<file path="config.mk">
export PLATFORM = sky130hd
export DESIGN_NAME = flash_bus_front
export DESIGN_NICKNAME = d
export VERILOG_FILES = /design/src/rtl/fbi_pkg.sv /design/src/rtl/fbi_pin_sampler.sv /design/src/rtl/fbi_write_qual.sv /design/src/rtl/fbi_sector_guard.sv /design/src/rtl/flash_bus_front.sv
export SDC_FILE = /design/constraint.sdc
export NUM_CORES = 1
export LEC_CHECK = 0
export BUFFER_PORTS_ARGS = -buffer_cell sky130_fd_sc_hd__clkbuf_2
export CELL_PAD_IN_SITES_DETAIL_PLACEMENT = 0
export CELL_PAD_IN_SITES_GLOBAL_PLACEMENT = 1
export CORE_MARGIN = 1.5
export CORE_UTILIZATION = 38
export CTS_CLUSTER_SIZE = 12
export DETAILED_ROUTE_END_ITERATION = 16
export PLACE_DENSITY = 0.85
export SKIP_LAST_GASP = 1
export SYNTH_ARGS = -nofsm -noshare
export SYNTH_HDL_FRONTEND = slang
export SYNTH_SLANG_ARGS = --single-unit
</file>
<file path="constraint.sdc">
create_clock -name clk -period 1.7 [get_ports clk]
set_clock_uncertainty 0.05 [all_clocks]
set_input_delay 0.255 -clock clk [delete_from_list [all_inputs] [get_ports clk]]
set_output_delay 0.255 -clock clk [all_outputs]
set_load 0.005 [all_outputs]
</file>
<file path="src/rtl/fbi_pkg.sv">
package fbi_pkg;
    localparam int DQ_W   = 16;
    localparam int HALF_W = DQ_W / 2;

    typedef struct packed {
        logic            ce_n;
        logic            oe_n;
        logic            we_n;
        logic            byte_n;
        logic            wp_n;
        logic [DQ_W-1:0] dq;
    } pins_t;

    localparam pins_t PINS_IDLE = '{ce_n: 1'b1, oe_n: 1'b1, we_n: 1'b1,
                                    byte_n: 1'b1, wp_n: 1'b0, dq: '0};
endpackage

</file>
<file path="src/rtl/fbi_pin_sampler.sv">
module fbi_pin_sampler
    import fbi_pkg::*;
#(
    parameter int AW = 21
) (
    input  logic          clk,
    input  logic          rst_n,
    input  pins_t         pins_in,
    input  logic [AW-1:0] addr_in,
    output pins_t         pins_q,
    output logic [AW-1:0] addr_q
);
    typedef struct packed {
        pins_t         p;
        logic [AW-1:0] a;
    } samp_t;

    samp_t s_d, s_q;

    always_comb begin
        s_d   = s_q;
        s_d.p = pins_in;
        s_d.a = addr_in;
    end

    always_ff @(posedge clk or negedge rst_n) begin
        if (!rst_n) begin
            s_q.p <= PINS_IDLE;
            s_q.a <= '0;
        end else begin
            s_q <= s_d;
        end
    end

    assign pins_q = s_q.p;
    assign addr_q = s_q.a;
endmodule

</file>
<file path="src/rtl/fbi_write_qual.sv">
module fbi_write_qual
    import fbi_pkg::*;
#(
    parameter int AW = 21
) (
    input  logic            clk,
    input  logic            rst_n,
    input  pins_t           pins,
    input  logic [AW-1:0]   addr,
    output logic            wr_pulse,
    output logic [AW:0]     wr_addr,
    output logic [DQ_W-1:0] wr_data,
    output logic            wr_byte
);
    typedef struct packed {
        logic            prev;
        logic            pulse;
        logic [AW:0]     waddr;
        logic [DQ_W-1:0] wdata;
        logic            wbyte;
    } wq_t;

    wq_t  w_d, w_q;
    logic qual;
    logic bmode;

    assign bmode = ~pins.byte_n;
    assign qual  = ~pins.ce_n & pins.oe_n & ~pins.we_n;

    always_comb begin
        w_d       = w_q;
        w_d.prev  = qual;
        w_d.pulse = qual & ~w_q.prev;
        if (qual && !w_q.prev) begin
            w_d.wbyte = bmode;
            if (bmode) begin
                w_d.waddr = {addr, pins.dq[DQ_W-1]};
                w_d.wdata = {{HALF_W{1'b0}}, pins.dq[HALF_W-1:0]};
            end else begin
                w_d.waddr = {addr, 1'b0};
                w_d.wdata = pins.dq;
            end
        end
    end

    always_ff @(posedge clk or negedge rst_n) begin
        if (!rst_n) w_q <= '0;
        else        w_q <= w_d;
    end

    assign wr_pulse = w_q.pulse;
    assign wr_addr  = w_q.waddr;
    assign wr_data  = w_q.wdata;
    assign wr_byte  = w_q.wbyte;
endmodule

</file>
<file path="src/rtl/fbi_sector_guard.sv">
module fbi_sector_guard #(
    parameter int NUM_SECT = 71,
    parameter bit BOOT_TOP = 1'b0,
    localparam int SW      = $clog2(NUM_SECT),
    localparam int BOOT_LO = BOOT_TOP ? NUM_SECT - 2 : 0
) (
    input  logic                clk,
    input  logic                prot_wr,
    input  logic [SW-1:0]       prot_sel,
    input  logic                prot_set,
    input  logic                wp_n,
    output logic [NUM_SECT-1:0] allow
);
    logic [NUM_SECT-1:0] prot_d, prot_q;

    always_comb begin
        prot_d = prot_q;
        if (prot_wr && (int'(prot_sel) < NUM_SECT))
            prot_d[prot_sel] = prot_set;
    end

    // Stored protection is kept across the reset pin on purpose.
    always_ff @(posedge clk) begin
        prot_q <= prot_d;
    end

    for (genvar i = 0; i < NUM_SECT; i++) begin : g_sect
        if (i == BOOT_LO || i == BOOT_LO + 1) begin : g_boot
            assign allow[i] = ~(prot_q[i] | ~wp_n);
        end else begin : g_plain
            assign allow[i] = ~prot_q[i];
        end
    end
endmodule

</file>
<file path="src/rtl/flash_bus_front.sv">
module flash_bus_front
    import fbi_pkg::*;
#(
    parameter int AW       = 21,
    parameter int NUM_SECT = 71,
    parameter bit BOOT_TOP = 1'b0,
    localparam int SW      = $clog2(NUM_SECT)
) (
    input  logic                clk,
    input  logic                rst_n,
    input  logic                ce_n,
    input  logic                oe_n,
    input  logic                we_n,
    input  logic                byte_n,
    input  logic                wp_n,
    input  logic [AW-1:0]       addr,
    input  logic [DQ_W-1:0]     dq_in,
    input  logic [DQ_W-1:0]     rd_data,
    input  logic                busy,
    input  logic                prot_wr,
    input  logic [SW-1:0]       prot_sel,
    input  logic                prot_set,
    output logic [AW-1:0]       arr_addr,
    output logic [DQ_W-1:0]     dq_out,
    output logic                dq_oe_lo,
    output logic                dq_oe_hi,
    output logic                standby,
    output logic                wr_pulse,
    output logic [AW:0]         wr_addr,
    output logic [DQ_W-1:0]     wr_data,
    output logic                wr_byte,
    output logic [NUM_SECT-1:0] sect_allow,
    output logic                ryby_pull_low
);
    pins_t pins_raw, pins_q;
    logic  rd_en;
    logic  lane_up;

    assign pins_raw = '{ce_n: ce_n, oe_n: oe_n, we_n: we_n,
                        byte_n: byte_n, wp_n: wp_n, dq: dq_in};

    fbi_pin_sampler #(.AW(AW)) u_samp (
        .clk     (clk),
        .rst_n   (rst_n),
        .pins_in (pins_raw),
        .addr_in (addr),
        .pins_q  (pins_q),
        .addr_q  (arr_addr)
    );

    fbi_write_qual #(.AW(AW)) u_wq (
        .clk      (clk),
        .rst_n    (rst_n),
        .pins     (pins_q),
        .addr     (arr_addr),
        .wr_pulse (wr_pulse),
        .wr_addr  (wr_addr),
        .wr_data  (wr_data),
        .wr_byte  (wr_byte)
    );

    fbi_sector_guard #(.NUM_SECT(NUM_SECT), .BOOT_TOP(BOOT_TOP)) u_guard (
        .clk      (clk),
        .prot_wr  (prot_wr),
        .prot_sel (prot_sel),
        .prot_set (prot_set),
        .wp_n     (pins_q.wp_n),
        .allow    (sect_allow)
    );

    // Reset pin gates the bus directly so it floats without waiting for a clock.
    assign rd_en    = rst_n & ~pins_q.ce_n & ~pins_q.oe_n;
    assign dq_oe_lo = rd_en;
    assign dq_oe_hi = rd_en & pins_q.byte_n;
    assign standby  = ~rst_n | pins_q.ce_n;
    assign lane_up  = ~pins_q.byte_n & pins_q.dq[DQ_W-1];

    always_comb begin
        dq_out = rd_data;
        if (lane_up) dq_out[HALF_W-1:0] = rd_data[DQ_W-1:HALF_W];
    end

    assign ryby_pull_low = busy;
endmodule

</file>
# Yosys cells after proc, flatten, opt, wreduce, memory -nomap -nowiden
# Index checks and enable logic that the tools add are counted.
# totals
register_bits	154
in_bits	70
output_inout_bits	152
word_cells	113
# classes
order_cmp	3
muxes	5
n_bitwise	88
reduce_logical	4
# ops
operator	count
inverter 1 bit	78
bitwise mux 71 bit	1
2-to-1 mux 17 bit	1
< comparator 7 x 8 -> 1 bit, second input constant	1
2-to-1 mux 8 bit	1
AND 1 bit	7
demux 1 bit (select 7 bit)	1
greater-or-equal comparator 7 x 1 -> 1 bit, second input constant	1
< comparator 7 bit, second input constant	1
logical AND 1 bit	3
OR 1 bit	3
zero test 1 bit	1
2-to-1 mux 1 bit	1

# Longest topological paths before layout
# logic_depth
depth_word	5
depth_mapped	4
ltp_nobuf	2

# Modules after synthesis
# Synthesis repeated with hierarchy kept, for this count alone.
# unflattened
cells_unflattened	453
hier_area_um2	6112.1
# modules_own_cells
mod	n_inst	cells_each	area_each_um2	seq_area_each_um2
fbi_sector_guard	1	246	2940.3	2132.0
fbi_write_qual	1	143	1885.6	1026.0
fbi_pin_sampler	1	42	1056.0	1056.0
flash_bus_front	1	22	230.2	0.0

# Worst setup path before layout
# Ideal clock, no wire load.
# synth_path
kind	input port to flip-flop
from	input port prot_wr
to	register u_guard.prot_q[64] (enable)
setup_time_ps	317
arrival_ps	1204
required_time_ps	1333
path_slack_ps	129
cell_stages	4
n_path_buf	2
path_cell_list	buf_2 -> or4b_1 -> clkbuf_1 -> a311oi_2
# synth_between
elab_chain_cells	1
# synth_rtl
element	line_no	rtl
start, declared	flash_bus_front.sv:20	input logic prot_wr,
logical AND 1 bit	fbi_sector_guard.sv:18	if (prot_wr && (int'(prot_sel) < NUM_SECT))
end signal, assigned	fbi_sector_guard.sv:24	prot_q <= prot_d;
end, declared	fbi_sector_guard.sv:14	logic [NUM_SECT-1:0] prot_d, prot_q;
# Every way passes these cells.
# A chain may end at the register's enable or synchronous reset.

# Worst setup path after layout
# layout_path
from	register u_samp.s_q, in the netlist u_samp.pins_q[17]
to	output port dq_out[7]
# layout_between
elab_chain_cells	3
# layout_rtl
element	line_no	rtl
start, declared	fbi_pin_sampler.sv:18	samp_t s_d, s_q;
inverter 1 bit	flash_bus_front.sv:76	assign lane_up = ~pins_q.byte_n & pins_q.dq[DQ_W-1];
AND 1 bit	flash_bus_front.sv:76	
2-to-1 mux 8 bit	flash_bus_front.sv:80	if (lane_up) dq_out[HALF_W-1:0] = rd_data[DQ_W-1:HALF_W];
end, declared	flash_bus_front.sv:24	output logic [DQ_W-1:0] dq_out,
# Every way passes these cells.

==> impl_metrics.py <==
metrics = {
    "clocking": {
        "cts_sinks": 154,
        "cts_root_buf": "clkbuf_16",
        "clock_latency_ns": 0.41,
        "htreeDepth": 4,
        "numCtsBuffers": 17,
        "clock_path_buffers": 2,
        "cts_tree": "built",
        "clkTransAtPathRegs_ns": 0.06,
    },
    "global_routing": {
        "grt_pass1_vias": 4172,
        "overflow": 0,
        "antenna_found_initial": 0,
        "grt_usage_pct": 17.1,
        "grt_pass1_wl_um": 21700,
        "grt_max_degree": 84,
    },
    "layout": {
        "antenna_cells": 0,
        "fill_cells": 1277,
        "final_cell_count_no_fill": 928,
        "final_core_util_pct": 54.1,
        "final_nets": 774,
        "area_delta_synth_final_pct": 37.6,
        "drive_gt1_share_pct": 42.8,
    },
    "sta": {
        "clock.fmax_mhz": 539,
        "worst_pin_slew_ns": 0.501,
        "period_minus_slack_ns": 1.86,
        "timing.final.crit_share_pct": 109,
        "finalMaxSlewViolations": 0,
        "relSlewSlack_pct": 66.6,
        "rsz0062_at_grt": "true",
        "finalSetupViolCount": 9,
        "final.setup.worst_slack_ns": -0.156,
        "hold_ws_ns": 0.210,
        "tns_ns": -1.13,
        "final_hold_viol_count": 0,
    },
    "synth": {
        "syn_area_sq_um": 6050,
        "synthAdderAreaFrac_pct": 0,
        "synth_mux_area_share_pct": 8.54,
        "synth-compound-area-share_pct": 0.993,
        "synth_top_family_by_area": "buffers and inverters",
        "async_flop_share_pct": 53.9,
        "ys_warn_count": 0,
        "ys.flop_type": "dfrtp_1",
        "ys_types": 23,
        "synthesis.instances": 454,
        "synth_nets": 524,
        "synth-simple-area-share_pct": 8.42,
        "seq_area_frac_synth_pct": 69.6,
        "syn_area_per_cell_sq_um": 13.3,
        "synth_edf_count": 71,
        "ys_ff_latch": 154,
        "synth-xor-area-share_pct": 0,
    },
    "route": {
        "drtPass1Iterations": 5,
        "drt-initial-drc-count": 190,
        "drcViolationCount": 0,
        "totalWireLength_um": 14500,
        "highest_layer": "met4",
        "antenna_left": 0,
        "wl_per_cell_um": 15.6,
        "wl_met3_um": 1480,
        "wl_met2_um": 7090,
        "routed-via-count": 4118,
        "wl_met1_um": 5830,
        "viasPerCell": 4.44,
    },
    "status": {
        "violations": "setup timing",
        "status": "finished with violations",
    },
    "placement": {
        "hpwl_um": 9510,
        "io_buffers": 219,
        "placed_cells": 842,
        "place_congestion": 0.829,
    },
    "power_and_ir_drop": {
        "p_leak_nw": 3.90,
        "ir_worst_vdd_mv": 0.619,
        "cellPowerDensity_nw_per_um2": 1030,
    },
    "min_path": {
        "min_path_cells": 1,
        "holdCritStartpoint": "prot_set",
        "hold_class": "in -> reg",
    },
    "critical_path": {
        "cp-end-kind": "output port",
        "rr_startpoint": "u_samp.pins_q[19]",
        "cp-start-kind": "register",
        "critPathKind": "reg -> out",
        "crit_required_ns": 1.39,
        "reg2reg_depth": 4,
        "cp-startpoint": "u_samp.pins_q[17]",
        "worstPathArrival_ns": 1.55,
        "path_max_fanout": 5,
    },
    "floorplanning": {
        "die_y_um": 129,
        "die_w_um": 129,
        "dieArea_sq_um": 16700,
        "initial_core_util_pct": 39.4,
        "ioPinCount": 222,
        "core_sq_um": 15400,
        "rows": 45,
    },
    "job": {
        "cap_viol_max_count": 0,
    },
}
[power breakdown]
group | total, mW | internal [mW] | switching, mW
clock | 3.43 | 1.89 | 1.54
sequential | 4.27 | 4.15 | 0.125
combinational | 0.881 | 0.473 | 0.408
[registers in the layout (all words and copies together) (netlist names)]
signal,flops
u_guard.prot_q,71
u_wq.wr_addr,22
u_samp.addr_q,21
u_samp.pins_q,21
u_wq.wr_data,16
u_wq.w_q,1
u_wq.wr_byte,1
u_wq.wr_pulse,1
[synthesized netlist by cell type (4+ instances only)]
master      n  area, sq um
mux2i_1    10          100
or4b_1      5         50.1
nand4b_1    4         35.0
edfxtp_1   71         2130
dfrtp_1    79         1980
buf_4      48          360
nor2_1     66          248
clkbuf_1   13         48.8
mux2_2      8         90.1
buf_2       9         45.0
a311oi_2    4         60.1
nand2_1     8         30.0
inv_1      79          297
dfstp_2     4          105
nand4bb_1   6         67.6
mux2_1     29          327
[worst max-delay path: stages (launching register included)]
cell and delay (ns):
dfstp_2 0.54, nand2b_4 0.18, mux2_4 0.32, clkbuf_2 0.12
[cell usage in the layout, fill, tap and decap left out, types with 10 or more instances in the layout]
cell type / netlist / routed
dlygate4sd3_1: 0 / 43
inv_1: 79 / 79
mux2i_1: 10 / 10
dfrtp_1: 79 / 79
nor2_1: 66 / 66
edfxtp_1: 71 / 71
buf_4: 48 / 34
clkbuf_16: 0 / 18
mux2_1: 29 / 29
clkbuf_2: 0 / 217
[final timing paths]
| check | end | slack (ns) |
|---|---|---|
| hold / removal | u_guard.prot_q[41] | 0.21 |
| min in group asynchronous | u_wq.wr_pulse | 0.40 |
| max in group asynchronous | u_samp.pins_q[17] | 0.86 |
| setup reg to reg | u_wq.wr_addr[18] | 0.02 |
| setup / recovery | dq_out[7] | -0.16 |
| hold reg to reg | u_wq.wr_data[3] | 0.41 |
[metal layers]
| metal | vias up | track usage, % |
|---|---|---|
| met5 | - | 0 |
| met3 | 8 | 8.13 |
| li1 | 1926 | - |
| met2 | 180 | 28.3 |
| met4 | 0 | 4.10 |
| met1 | 2004 | 20.2 |
[timing repair]
item,in CTS,in global routing
buffers inserted,1,7
endpoints found under the setup margin,9,20
gates cloned,1,2
endpoints found under the hold margin,121,0
gates resized for setup,12,3
hold buffers,43,0
[area by class of cell]
type | count | area, sq um | area share [%]
clock buffers | 17 | 425 | 5.11
clock inverters | 15 | 116 | 1.40
inverters | 79 | 297 | 3.56
multi-input cells | 152 | 1150 | 13.8
flip-flops and latches | 154 | 4210 | 50.6
well taps | 211 | 264 | 3.17
repair buffers | 300 | 1860 | 22.3
[per-stage QoR]
stage               instance area, sq um  total power, mW  setup slack (ns)
floorplan                           6050             4.84             0.129
global placement                    7200             5.07            0.0175
detailed placement                  7200             5.10           -0.0626
CTS                                 8240             8.66            -0.180
global route                        8320             8.97            -0.216
finish                              8320             8.58            -0.156
[cell families after synthesis]
logic type,Yosys count
AO/OA/AOI/OAI,4
buffers and inverters,149
flip-flops,154
multiplexers,47
AND/OR/NAND/NOR,100
Note: power is estimated with default switching activity, not from simulation.
